**src/rtl/ternlog_pkg.sv**
```systemverilog
package ternlog_pkg;
  localparam int unsigned TBL_W   = 8;
  localparam int unsigned IDX_W   = 3;
  localparam int unsigned CARRY_W = 2;
  typedef logic [TBL_W-1:0]   tbl_t;
  typedef logic [CARRY_W-1:0] carry_t;
endpackage

```
**src/rtl/tl_lane_lut.sv**
```systemverilog
module tl_lane_lut
  import ternlog_pkg::*;
#(
  parameter int unsigned WIDTH = 64
) (
  input  logic [WIDTH-1:0] opa,
  input  logic [WIDTH-1:0] opb,
  input  logic [WIDTH-1:0] opc,
  input  tbl_t             tbl,
  output logic [WIDTH-1:0] res
);
  // one table lookup per lane; index = {c, a, b}
  for (genvar i = 0; i < WIDTH; i++) begin : g_lane
    logic [IDX_W-1:0] sel;
    assign sel    = {opc[i], opa[i], opb[i]};
    assign res[i] = tbl[sel];
  end
endmodule

```
**src/rtl/tl_hold_stage.sv**
```systemverilog
module tl_hold_stage #(
  parameter int unsigned DW = 64
) (
  input  logic          clk,
  input  logic          rst_n,
  input  logic          s_valid,
  output logic          s_ready,
  input  logic [DW-1:0] s_data,
  output logic          m_valid,
  input  logic          m_ready,
  output logic [DW-1:0] m_data
);
  logic          full_q;
  logic [DW-1:0] data_q;

  assign s_ready = !full_q || m_ready;
  assign m_valid = full_q;
  assign m_data  = data_q;

  always_ff @(posedge clk or negedge rst_n) begin
    if (!rst_n) begin
      full_q <= 1'b0;
    end else if (s_ready) begin
      full_q <= s_valid;
    end
  end

  always_ff @(posedge clk) begin
    if (s_valid && s_ready) begin
      data_q <= s_data;
    end
  end
endmodule

```
**src/rtl/ternlog_unit.sv**
```systemverilog
module ternlog_unit
  import ternlog_pkg::*;
#(
  parameter int unsigned WIDTH = 64
) (
  input  logic             clk,
  input  logic             rst_n,
  input  logic             in_valid,
  output logic             in_ready,
  input  logic [WIDTH-1:0] in_a,
  input  logic [WIDTH-1:0] in_b,
  input  logic [WIDTH-1:0] in_c,
  input  logic [7:0]       in_table,
  output logic             out_valid,
  input  logic             out_ready,
  output logic [WIDTH-1:0] out_result,
  output logic [1:0]       out_carry
);
  logic [WIDTH-1:0] lane_res;

  tl_lane_lut #(.WIDTH(WIDTH)) u_lut (
    .opa(in_a),
    .opb(in_b),
    .opc(in_c),
    .tbl(in_table),
    .res(lane_res)
  );

  tl_hold_stage #(.DW(WIDTH)) u_stage (
    .clk    (clk),
    .rst_n  (rst_n),
    .s_valid(in_valid),
    .s_ready(in_ready),
    .s_data (lane_res),
    .m_valid(out_valid),
    .m_ready(out_ready),
    .m_data (out_result)
  );

  assign out_carry = '0;
endmodule

```
**config.mk**
```make
export PLATFORM = sky130hd
export DESIGN_NAME = ternlog_unit
export DESIGN_NICKNAME = d
export VERILOG_FILES = /design/src/rtl/ternlog_pkg.sv /design/src/rtl/tl_lane_lut.sv /design/src/rtl/tl_hold_stage.sv /design/src/rtl/ternlog_unit.sv
export SDC_FILE = /design/constraint.sdc
export NUM_CORES = 1
export LEC_CHECK = 0
export ABC_AREA = 1
export BUFFER_PORTS_ARGS = -buffer_cell sky130_fd_sc_hd__buf_4
export CAP_MARGIN = 20
export CORE_ASPECT_RATIO = 1.75
export CORE_MARGIN = 2
export CORE_UTILIZATION = 52
export DETAILED_ROUTE_END_ITERATION = 10
export PLACE_DENSITY = 0.83
export SLEW_MARGIN = 20
export SYNTH_ARGS = -nofsm -noshare
export SYNTH_HDL_FRONTEND = slang
export SYNTH_SLANG_ARGS = --single-unit
```
**constraint.sdc**
```tcl
create_clock -name clk -period 5 [get_ports clk]
set_input_delay 0.5 -clock clk [delete_from_list [all_inputs] [get_ports clk]]
set_output_delay 0.5 -clock clk [all_outputs]
set_load 0.02 [all_outputs]
```
Word level (Yosys, flattened, before mapping)
Cells that the tools add are included.

word-level totals
  bits in registers = 65
  bits of input ports = 204
  output and inout port bits = 68
  word-level logic and storage cells = 197

cells by class
  $lt $le $gt $ge = 64
  mux-type cells = 128
  reduce and logical (&&, ||, !) cells = 3

operator list
  operator                                                     number
  less-than comparator 3 x 4 -> 1 bit (second input constant)  64
  binary-select mux 1 bit (select 3 bit)                       64
  2-to-1 mux 1 bit                                             64
  logical AND 1 bit                                            1
  zero test 1 bit                                              1
  logical OR 1 bit                                             1

Logic depth before layout (Yosys ltp)
Gate-level depths: netlist of run 1.

  depth in word-level cells = 3
  mapped depth = 7

Hierarchy
Synthesis of run 1 repeated with hierarchy kept, for this count alone.

second synthesis, totals
  cell total of the unflattened synthesis = 1,409
  area total of the unflattened synthesis = 7,716.2 µm²

modules (own cells, without submodules)
  module         times used  cells an instance  area an instance (µm²)
  tl_lane_lut    1           1,336              5,730.5
  tl_hold_stage  1           70                 1,966.9
  ternlog_unit   1           3                  18.8

Worst setup path after synthesis of run 1
OpenSTA, ideal clock, no wires.

  path kind = input-to-reg
  start = input in_valid
  end = register u_stage.data_q[0] (netlist: u_stage.m_data[0]) (enable)
  library setup time = 0.507 ns
  arrival time = 3.649 ns
  data required time = 4.493 ns
  setup slack = 0.844 ns
  stages on the path = 2
  path buffers = 0
  cells stage by stage = inv_1 > a21oi_1

between the ends
  longest elaborated chain between the ends = 1

RTL lines
  item                  RTL line             RTL
  from (decl)           ternlog_unit.sv:8    input logic in_valid,
  logical AND 1 bit     tl_hold_stage.sv:29  if (s_valid && s_ready) begin
  to (signal assigned)  tl_hold_stage.sv:30  data_q <= s_data;
  to (decl)             tl_hold_stage.sv:14  logic [DW-1:0] data_q;

No other way between the ends.
A chain may end at the register's enable or synchronous reset.

Worst setup path in the final report of run 1
  start = register u_stage.full_q (netlist: u_stage.m_valid)
  end = register u_stage.data_q[1] (netlist: u_stage.m_data[1]) (enable)

between the ends
  longest elaborated chain between the ends = 3

RTL lines
  item                    RTL line             RTL
  from (decl)             tl_hold_stage.sv:13  logic full_q;
  from (signal assigned)  tl_hold_stage.sv:24  full_q <= s_valid;
  zero test 1 bit         tl_hold_stage.sv:16  assign s_ready = !full_q || m_ready;
  logical OR 1 bit        tl_hold_stage.sv:16
  logical AND 1 bit       tl_hold_stage.sv:29

No other way between the ends.

==> impl_results.md, run 1 <==
* Worst-Margin Slew at 966 ps
* Crit-path cells: a21oi_4, buf_4
* Syn Inst Count at 1409
* Worst Hold Launch: in_valid
* Clock sinks at 65
* Slowest CP cell: buf_4
* Multi-input logic area at 4440 um^2
* Tmin final at 1730 ps
* Rows at 58
* Worst Hold Endpoint: u_stage.m_valid
* DP Worst Slack at 3080 ps
* Final worst slack at 3270 ps
* Crit path arrival time at 1700 ps
* Clk Latency, worst-skew pair at 350 ps
* Max cap viols at 0
* Hold depth at 3
* # H-tree levels at 3
* Worst stage delay on the critical path at 750 ps
* Register area at 1950 um^2
* Reg2reg setup slack at 3270 ps
* Num ports at 272
* Commonest cells in the netlist: nand2_1, nand3_1, inv_1
* Cell area after synthesis at 7710 um^2
* Crit path max fanout at 64
* Worst VDD drop at 0.000176 V
* Die area at 15900 um^2
* HPWL after detailed placement at 16.4 mm
* Ys async rst share at 0.0154
* Ys Warns at 0
* First-pass GRT wire length at 39.0 mm
* Die height at 165 um
* Worst r2r path cells at 2
* N_diodes at 0
* Synth cell types at 11
* Post-route ant nets at 0
* Final Hold Viols at 0
* FF-to-FF Start: u_stage.m_valid
* Routed wire per std cell at 13.4 um
* Crit end category: flip-flop
* Status: finished clean
* CTS tree: done
* Initial antenna violation count at 0
* Yosys reg bits at 65
* Port bufs at 269
* Num CTS Buffers at 9
* Synth top area share at 0.406
* Fin Setup TNS at 0 ps
* CTS clk-pin slew, worst paths at 60 ps
* Pwr Total at 2.04 mW
* Worst endpoint required time at 4970 ps
* Worst r2r dst: u_stage.m_data[1]
* LEAKAGE at 5.89 nW
* Top_reg_cell synth: edfxtp_1
* CP Class: flip-flop to flip-flop
* Area delta synth->final at 26.0%
* RSZ-0062 raised after global routing: no
* Power per cell area at 211 nW/um^2
* Most common cell in the synthesized netlist: nand2_1
* Number of post-CTS setup repair buffers at 0
* Top post-synthesis cells by area: nand2_1, edfxtp_1, nand3_1
* Clock Power Share at 0.318
* Vias at 9410
* Final setup fails at 0
* Pin count of the biggest net entering global routing at 65
* Worst Hold Class: primary input to flip-flop
* CTS Buffer Depth at 2
* Layout cells sized above 1 at 0.178
* Sequential area share after synthesis at 0.253
* Reg power frac at 0.328
* Clock Skew at 8.56 ps
* Starting Density at 0.534
* F_max at 0.578 GHz
* Routability cong. at 0.846
* Post-synth top area cell: nand2_1
* Root buffer cell: clkbuf_16
* Post-layout nets at 1846
* Final wirelength at 24.4 mm
* Drt drc at 0
* Combinational power share at 0.354
* Post-synth EDFFs at 64
* Vias in the first global route at 9030
* Net Sw Frac at 0.344
* Die X at 96.0 um
* Setup crit start kind: flip-flop
* DRT iter0 DRCs at 552
* First-pass iteration count of the detailed router at 5
* Sw Pwr at 0.704 mW
* Global route total overflow at 0
* Total track usage at 0.306
* Final Hold Slack at 402 ps
* Internal Pwr Total at 1.34 mW
* Number of vias per cell at 5.15
* Fillcell total at 1311
* Core region area at 14400 um^2
* Final Cycle Share at 0.346
* Rel. slew slack at 0.356
* Final count of pins violating max slew at 0
* Syn avg cell area at 5.47 um^2
## critical path: cells and delay by family, from the launching register on
kind                   cells  cell delay [ps]
flip-flops                 1              420
AO/OA/AOI/OAI              1              150
buffers and inverters      1              750
## power by group through the flow
stage                     Clock (mW)  Combinational [mW]  Sequential [mW]
after floorplan                    0               0.388            0.736
after global placement             0               0.704            0.682
after detailed placement           0               0.719            0.681
after CTS                      0.654               0.722            0.671
after global routing           0.668               0.811            0.674
final                          0.650               0.724            0.671
## per-layer routing
layer | global-route usage | share of wire | routed length [um]
met1 | 0.328 | 0.36 | 8850
met2 | 0.548 | 0.51 | 12500
met3 | 0.0608 | 0.083 | 2040
met4 | 0.167 | 0.042 | 1020
met5 | 0 | 0 | 0
## state kept, by name, summed over array words and instances (netlist names)
signal           flops
u_stage.m_data      64
u_stage.m_valid      1
## through the flow
stage / util / instances / cell area, um^2
after floorplan: - / 1410 / 7710
after global placement: 0.652 / 1810 / 9410
after detailed placement: 0.652 / 1810 / 9410
after CTS: 0.673 / 1827 / 9710
after global routing: 0.673 / 1827 / 9710
final: 0.673 / 1827 / 9710
## cell families (layout without fill, tap and decap cells)
kind of cell / after synthesis / count (layout) / share of synthesized area
AND/OR/NAND/NOR: 1090 / 1090 / 0.572
buffers and inverters: 252 / 489 / 0.174
flip-flops: 65 / 65 / 0.253
other: 1 / 2 / 0.000486
AO/OA/AOI/OAI: 1 / 1 / 0.000649
## worst max path at each step
stage	startpoint	end	slack, ps	cells after the start
6_report	u_stage.m_valid	u_stage.m_data[1]	3270	2
5_1_grt	u_stage.m_valid	u_stage.m_data[35]	3190	2
4_1_cts	u_stage.m_valid	u_stage.m_data[7]	3270	2
3_5_place_dp	out_ready	u_stage.m_data[8]	3080	4
3_3_place_gp	out_ready	u_stage.m_data[55]	3090	4
2_1_floorplan	in_valid	u_stage.m_data[0]	840	2
## final cells by class
cell class              count  area share
clock buffers              11      0.0240
flip-flops and latches     65       0.200
well taps                 180      0.0232
repair buffers            271       0.210
clock inverters             5     0.00580
inverters                 202      0.0801
multi-input cells        1093       0.457
## timing repair
action,CTS,global route
hold endpoints to repair,1,0
hold buffers,1,0
gates resized for setup,0,0
## layout by cell type (no fill, tap or decap)
cell type	netlist	routed
clkinv_4	0	1
conb_1	1	2
a21oi_4	0	1
inv_4	8	8
clkbuf_16	0	9
bufinv_16	0	1
inv_1	194	194
clkbuf_1	0	2
nand2_1	834	834
nand3_1	256	256
dfrtp_1	1	1
buf_4	2	270
edfxtp_1	64	64
clkinv_2	0	2
dlygate4sd3_1	0	1
clkinvlp_4	0	1
Note: power is estimated with default switching activity, not from simulation.
==> run 2, diff against run 1 <==
--- a/config.mk
+++ b/config.mk
@@ -5,14 +5,14 @@
 export SDC_FILE = /design/constraint.sdc
 export NUM_CORES = 1
 export LEC_CHECK = 0
-export ABC_AREA = 1
+export ABC_AREA = 0
 export BUFFER_PORTS_ARGS = -buffer_cell sky130_fd_sc_hd__buf_4
 export CAP_MARGIN = 20
 export CORE_ASPECT_RATIO = 1.75
 export CORE_MARGIN = 2
-export CORE_UTILIZATION = 52
+export CORE_UTILIZATION = 44
 export DETAILED_ROUTE_END_ITERATION = 10
-export PLACE_DENSITY = 0.83
+export PLACE_DENSITY = 0.79
 export SLEW_MARGIN = 20
 export SYNTH_ARGS = -nofsm -noshare
 export SYNTH_HDL_FRONTEND = slang
==> constraint.sdc (replaced) <==
create_clock -name clk -period 1.4 [get_ports clk]
set_input_delay 0.14 -clock clk [delete_from_list [all_inputs] [get_ports clk]]
set_output_delay 0.14 -clock clk [all_outputs]
set_load 0.02 [all_outputs]
==> impl_results.md, run 2 <==
* Rows at 56 (was 58)
* Reg power frac at 0.346 (was 0.328)
* Core region area at 13200 um^2 (was 14400 um^2)
* CP Launch Point: in_table[6] (was u_stage.m_valid)
* Met3 Wirelength at 1.48 mm (was 2.04 mm)
* Uppermost layer routed: met4 (unchanged)
* Internal Pwr Total at 5.18 mW (was 1.34 mW)
* Clk Latency, worst-skew pair at 330 ps (was 350 ps)
* Starting Density at 0.446 (was 0.534)
* Root buffer cell: clkbuf_16 (unchanged)
* FF-to-FF Start: u_stage.m_valid (unchanged)
* Post-synthesis mux area share at 0.614 (was 0)
* Post-Synth XOR/XNOR Area at 0 (unchanged)
* Synth cell types at 13 (was 11)
* Cell area after synthesis at 5910 um^2 (was 7710 um^2)
* Syn avg cell area at 18.6 um^2 (was 5.47 um^2)
* Vias at 4469 (was 9410)
* Area fraction in compound gates after synthesis at 0 (was 0.000649)
* Worst Hold Class: primary input to flip-flop (unchanged)
* Post-synth EDFFs at 64 (unchanged)
* Post-synth top area cell: mux4_2 (was nand2_1)
* CTS clk-pin slew, worst paths at 60 ps (about the same)
* Pin count of the biggest net entering global routing at 65 (unchanged)
* Worst Hold Launch: in_valid (unchanged)
* Final count of pins violating max slew at 0 (unchanged)
* Sequential area share after synthesis at 0.330 (was 0.253)
* Num CTS Buffers at 9 (unchanged)
* Worst-Margin Slew at 676 ps (was 966 ps)
* Largest family of logic cells by synthesized area: multiplexers (was simple AND/OR/NAND/NOR gates)
* Cts repair resizes at 0 (unchanged)
* Layout cells sized above 1 at 0.862 (was 0.178)
* Total track usage at 0.242 (was 0.306)
* Die X at 91.6 um (was 96.0 um)
* Final setup fails at 0 (unchanged)
* Setup crit start kind: primary input (was flip-flop)
* Tmin final at 1270 ps
* Worst VDD drop at 0.000588 V (was 0.000176 V)
* Rel. slew slack at 0.550 (was 0.356)
* Slowest CP cell: mux4_1 (was buf_4)
* Post-route ant nets at 0 (unchanged)
* Crit end category: flip-flop (unchanged)
* Synth Area in Simple Gates at 0.00318 (was 0.572)
* Status: finished clean (unchanged)
* # H-tree levels at 3 (unchanged)
* LEAKAGE at 3.21 nW (was 5.89 nW)
* Clock Skew at 7.61 ps (was 8.56 ps)
* Post-layout nets at 750 (was 1846)
* Vias in the first global route at 4876 (was 9030)
* Fillcell total at 1010 (was 1311)
* Post-route cell area at 8220 um^2 (was 9710 um^2)
* Syn Inst Count at 317 (was 1409)
* F_max at 0.784 GHz
* Sw Pwr at 1.81 mW (was 0.704 mW)
* RSZ-0062 raised after global routing: no (unchanged)
* Clock Power Share at 0.330 (was 0.318)
* Top post-synthesis cells by area: mux4_2, edfxtp_1, mux2_2 (was nand2_1, edfxtp_1, nand3_1)
* Layout Cells excl Fill at 725 (was 1827)
* Final Hold Viols at 0 (unchanged)
* Global route total overflow at 0 (unchanged)
* Fin Setup TNS at 0 ps (unchanged)
* Most common cell in the synthesized netlist: mux4_2 (was nand2_1)
* Die height at 157 um (was 165 um)
* CP Class: primary input to flip-flop (was flip-flop to flip-flop)
* Drt drc at 0 (unchanged)
* Instance area at placement at 7910 um^2 (was 9410 um^2)
* Top_reg_cell synth: edfxtp_1 (unchanged)
* Initial antenna violation count at 0 (unchanged)
* Most frequent cells in the layout: buf_4, mux4_2, mux2_2, edfxtp_1, clkbuf_16 (was nand2_1, buf_4, nand3_1, inv_1, edfxtp_1)
* DRT iter0 DRCs at 249 (was 552)
* First-pass iteration count of the detailed router at 4 (was 5)
* Post-Synth Adder-Cell Area at 0 (unchanged)
* Number of vias per cell at 6.16 (was 5.15)
* Final Cycle Share at 0.911
* Ys async rst share at 0.0154 (unchanged)
* Ys Warns at 0 (unchanged)
* HPWL after detailed placement at 12.0 mm (was 16.4 mm)
* Dpl cells at 708 (was 1810)
* Net Sw Frac at 0.259 (was 0.344)
* Area delta synth->final at 39.1% (was 26.0%)
* CTS Buffer Depth at 2 (unchanged)
* Max reg flops at 64 (unchanged)
* Metal2 WL at 9.98 mm (was 12.5 mm)
* Crit path max fanout at 64 (unchanged)
* Crit path arrival time at 1350 ps (was 1700 ps)
* N_diodes at 0 (unchanged)
* Combinational power share at 0.324 (was 0.354)
* Port bufs at 269 (unchanged)
* Commonest non-fill, non-tap cell in the layout: buf_4 (was nand2_1)
* Clock sinks at 65 (unchanged)
* Routability cong. at 0.816 (was 0.846)
* Routed wire per std cell at 24.8 um (was 13.4 um)
* Final wirelength at 18.0 mm (was 24.4 mm)
* Yosys reg bits at 65 (unchanged)
* Commonest cells in the netlist: mux4_2, edfxtp_1, mux2_2 (was nand2_1, nand3_1, inv_1)
* Num ports at 272 (unchanged)
* Post-Route M1 WL at 5.84 mm (was 8.85 mm)
* First-pass GRT wire length at 26.2 mm (was 39.0 mm)
* Max cap viols at 0 (unchanged)
* Die area at 14400 um^2 (was 15900 um^2)
* CTS tree: done (unchanged)
* Worst endpoint required time at 1470 ps (was 4970 ps)
* Power per cell area at 851 nW/um^2 (was 211 nW/um^2)
* Crit-path cells: buf_4, mux4_1, mux2_2 (was a21oi_4, buf_4)
* Synth top area share at 0.465 (was 0.406)
* Worst stage delay on the critical path at 580 ps (was 750 ps)
## run 2: changes by cell type after synthesis, sizes merged, moves of 2 or more
cell	previous run	this run
nand3	256	0
nand2b	0	2
nand2	834	0
mux2	0	64
inv	202	0
mux4	0	128
clkbuf	3	17
buf	47	39
## run 2: final cells by class
cell class | instances | area [um^2] | share of cell area
clock inverters | 3 | 40.0 | 0.00487
repair buffers | 273 | 2090 | 0.254
flip-flops and latches | 65 | 1950 | 0.237
multi-input cells | 197 | 3660 | 0.446
well taps | 174 | 218 | 0.0265
clock buffers | 13 | 260 | 0.0317
## run 2: worst paths after layout
kind	end	slack [ps]	cells after the start
min	u_stage.m_valid	30	2
max in group asynchronous	u_stage.m_valid	1180	2
min reg2reg	u_stage.m_valid	550	2
max	u_stage.m_data[27]	130	3
max reg2reg	u_stage.m_data[46]	140	3
min in group asynchronous	u_stage.m_valid	130	2
## run 2: layer usage
metal  vias up  track usage
met5         -            0
li1       1879            -
met1      2277        0.274
met2       274        0.434
met3        39       0.0483
met4         0        0.115
## run 2: stage by stage
step,util,hold WS [ps],setup WS (ps),power [mW]
after floorplan,-,-156,-109,3.75
after global placement,0.597,-84.2,-167,4.66
after detailed placement,0.597,-83.8,-191,4.72
after CTS,0.621,19.6,146,7.04
after global routing,0.621,39.6,99.7,7.23
final,0.621,28.4,125,6.99
## run 2: cells by family (layout without fill, tap and decap cells)
| logic type | count (synthesis) | in the layout |
|---|---|---|
| buf+inv | 56 | 289 |
| simple gates | 3 | 3 |
| flops | 65 | 65 |
| mux | 192 | 192 |
| other cells | 1 | 2 |
## run 2: power by group through the flow
stage	logic [mW]	clock network, mW	registers (mW)
2_1_floorplan	1.10	0	2.65
3_3_place_gp	2.20	0	2.46
3_5_place_dp	2.26	0	2.46
4_1_cts	2.27	2.35	2.42
5_1_grt	2.39	2.40	2.43
6_report	2.26	2.31	2.42
## run 2: critical path, delay by kind of cell
kind                   cells  cell delay (ps)
multiplexers               2              860
buffers and inverters      1              300
## run 2: timing repair
item	4_1_cts	5_1_grt
hold endpoints to repair	1	0
setup buffers	0	0
endpoints found under the setup margin	0	0
hold buffers	1	0
==> run 3, diff against run 2 <==
--- a/config.mk
+++ b/config.mk
@@ -9,9 +9,10 @@
 export BUFFER_PORTS_ARGS = -buffer_cell sky130_fd_sc_hd__buf_4
 export CAP_MARGIN = 20
 export CORE_ASPECT_RATIO = 1.75
-export CORE_MARGIN = 2
+export CORE_MARGIN = 1
 export CORE_UTILIZATION = 44
 export DETAILED_ROUTE_END_ITERATION = 10
+export MAX_ROUTING_LAYER = met4
 export PLACE_DENSITY = 0.79
 export SLEW_MARGIN = 20
 export SYNTH_ARGS = -nofsm -noshare
==> impl_results.md, run 3 (synthesis results as in run 2) <==
* First-pass iteration count of the detailed router at 4 (unchanged)
* HPWL after detailed placement at 11.9 mm (was 12.0 mm)
* Area delta synth->final at 39.6% (was 39.1%)
* Final setup fails at 0 (unchanged)
* Crit end category: flip-flop (unchanged)
* CP Class: flip-flop to flip-flop (was primary input to flip-flop)
* Drt drc at 0 (unchanged)
* Crit path max fanout at 30 (was 64)
* Max reg flops at 64 (unchanged)
* DP Worst Slack at -183 ps (was -191 ps)
* Routed wire per std cell at 23.9 um (was 24.8 um)
* Post-route ant nets at 0 (unchanged)
* Worst VDD drop at 0.000555 V (was 0.000588 V)
* Die area at 13900 um^2 (was 14400 um^2)
* Routability cong. at 0.819 (was 0.816)
* Starting Density at 0.454 (was 0.446)
* Commonest non-fill, non-tap cell in the layout: buf_4 (unchanged)
* Crit path arrival time at 1290 ps (was 1350 ps)
* # H-tree levels at 3 (unchanged)
* Global route total overflow at 0 (unchanged)
* Layout cells sized above 1 at 0.859 (was 0.862)
* DRT iter0 DRCs at 346 (was 249)
* Vias at 4511 (was 4469)
* Total track usage at 0.258 (was 0.242)
* Clock sinks at 65 (unchanged)
* Worst-Margin Slew at 686 ps (was 676 ps)
* Final count of pins violating max slew at 0 (unchanged)
* Num ports at 272 (unchanged)
* Worst Hold Class: primary input to flip-flop (unchanged)
* First-pass GRT wire length at 25.2 mm (was 26.2 mm)
* Tmin final at 1270 ps (about the same)
* CTS Buffer Depth at 2 (unchanged)
* CTS clk-pin slew, worst paths at 60 ps (about the same)
* Die height at 155 um (was 157 um)
* Root buffer cell: clkbuf_16 (unchanged)
* Num CTS Buffers at 9 (unchanged)
* Layout Cells excl Fill at 725 (unchanged)
* Rows at 55 (was 56)
* RSZ-0062 raised after global routing: no (unchanged)
* N_diodes at 0 (unchanged)
* Clk Latency, worst-skew pair at 330 ps (about the same)
* Vias in the first global route at 4745 (was 4876)
* Most frequent cells in the layout: buf_4, mux4_2, mux2_2, edfxtp_1, clkbuf_16 (unchanged)
* Post-layout nets at 754 (was 750)
* Rel. slew slack at 0.543 (was 0.550)
* Clock Skew at 8.33 ps (was 7.61 ps)
* Max cap viols at 0 (unchanged)
* Final worst slack at 130 ps (was 125 ps)
* LEAKAGE at 3.22 nW (was 3.21 nW)
* Setup crit start kind: flip-flop (was primary input)
* Die X at 89.6 um (was 91.6 um)
* Port bufs at 269 (unchanged)
* Dpl cells at 709 (was 708)
* CTS tree: done (unchanged)
* Final wirelength at 17.4 mm (was 18.0 mm)
* Number of vias per cell at 6.22 (was 6.16)
* Final Cycle Share at 0.907 (was 0.911)
* Power per cell area at 831 nW/um^2 (was 851 nW/um^2)
* Number of post-CTS setup repair buffers at 0 (unchanged)
* Core region area at 13000 um^2 (was 13200 um^2)
* Worst endpoint required time at 1420 ps (was 1470 ps)
* Initial antenna violation count at 0 (unchanged)
* Final Hold Viols at 0 (unchanged)
* Final Hold Slack at 17.5 ps (was 28.4 ps)
* Status: finished clean (unchanged)
* F_max at 0.787 GHz (was 0.784 GHz)
* Pin count of the biggest net entering global routing at 65 (unchanged)
## run 3: critical path, cell delays in order, from the launching register on
cell and delay (ps):
dfrtp_2 420, nand2b_4 80, and2_4 220, buf_12 240
## run 3: path summary, 6_finish.rpt
kind / from / end / slack (ps) / cells after the start
min in group asynchronous: rst_n / u_stage.m_valid / 140 / 2
worst min register to register: u_stage.m_valid / u_stage.m_valid / 540 / 2
worst max register to register: u_stage.m_valid / u_stage.m_data[61] / 130 / 3
worst max-delay path: u_stage.m_valid / u_stage.m_data[61] / 130 / 3
worst min-delay path: in_valid / u_stage.m_valid / 20 / 2
max in group asynchronous: rst_n / u_stage.m_valid / 1170 / 2
## run 3: metal layers
layer	wire length (um)	up-vias	global-route usage
met5	0	-	-
met4	741	0	0.120
met3	998	58	0.0286
met2	9870	273	0.443
met1	5740	2299	0.296
li1	-	1881	-
## run 3: cell type report
| class | count | area [um^2] |
|---|---|---|
| clock inverters | 4 | 45.0 |
| multi-input cells | 197 | 3660 |
| flip-flops and latches | 65 | 1950 |
| fillers | 979 | 4760 |
| well taps | 171 | 214 |
| clock buffers | 11 | 233 |
| repair buffers | 277 | 2140 |
## run 3: report_power, final
| part | switching, mW | internal [mW] | total, mW |
|---|---|---|---|
| combinational | 0.919 | 1.35 | 2.27 |
| sequential | 0.0499 | 2.37 | 2.42 |
| clock | 0.806 | 1.36 | 2.16 |
| total | 1.77 | 5.08 | 6.85 |
## run 3: what timing repair did
action                                 4_1_cts  5_1_grt
endpoints found under the hold margin        1        0
resized for setup                            0        0
hold buffers                                 1        0
## run 3: stage by stage
| step | TNS, ps | power (mW) | cell area (um^2) | util |
|---|---|---|---|---|
| after global placement | -6500 | 4.67 | 7960 | 0.612 |
| final | 0 | 6.85 | 8250 | 0.634 |
| after detailed placement | -8060 | 4.73 | 7960 | 0.612 |
| after floorplan | -6950 | 3.75 | 5920 | - |
| after CTS | 0 | 6.93 | 8250 | 0.634 |
| after global routing | 0 | 7.12 | 8250 | 0.634 |
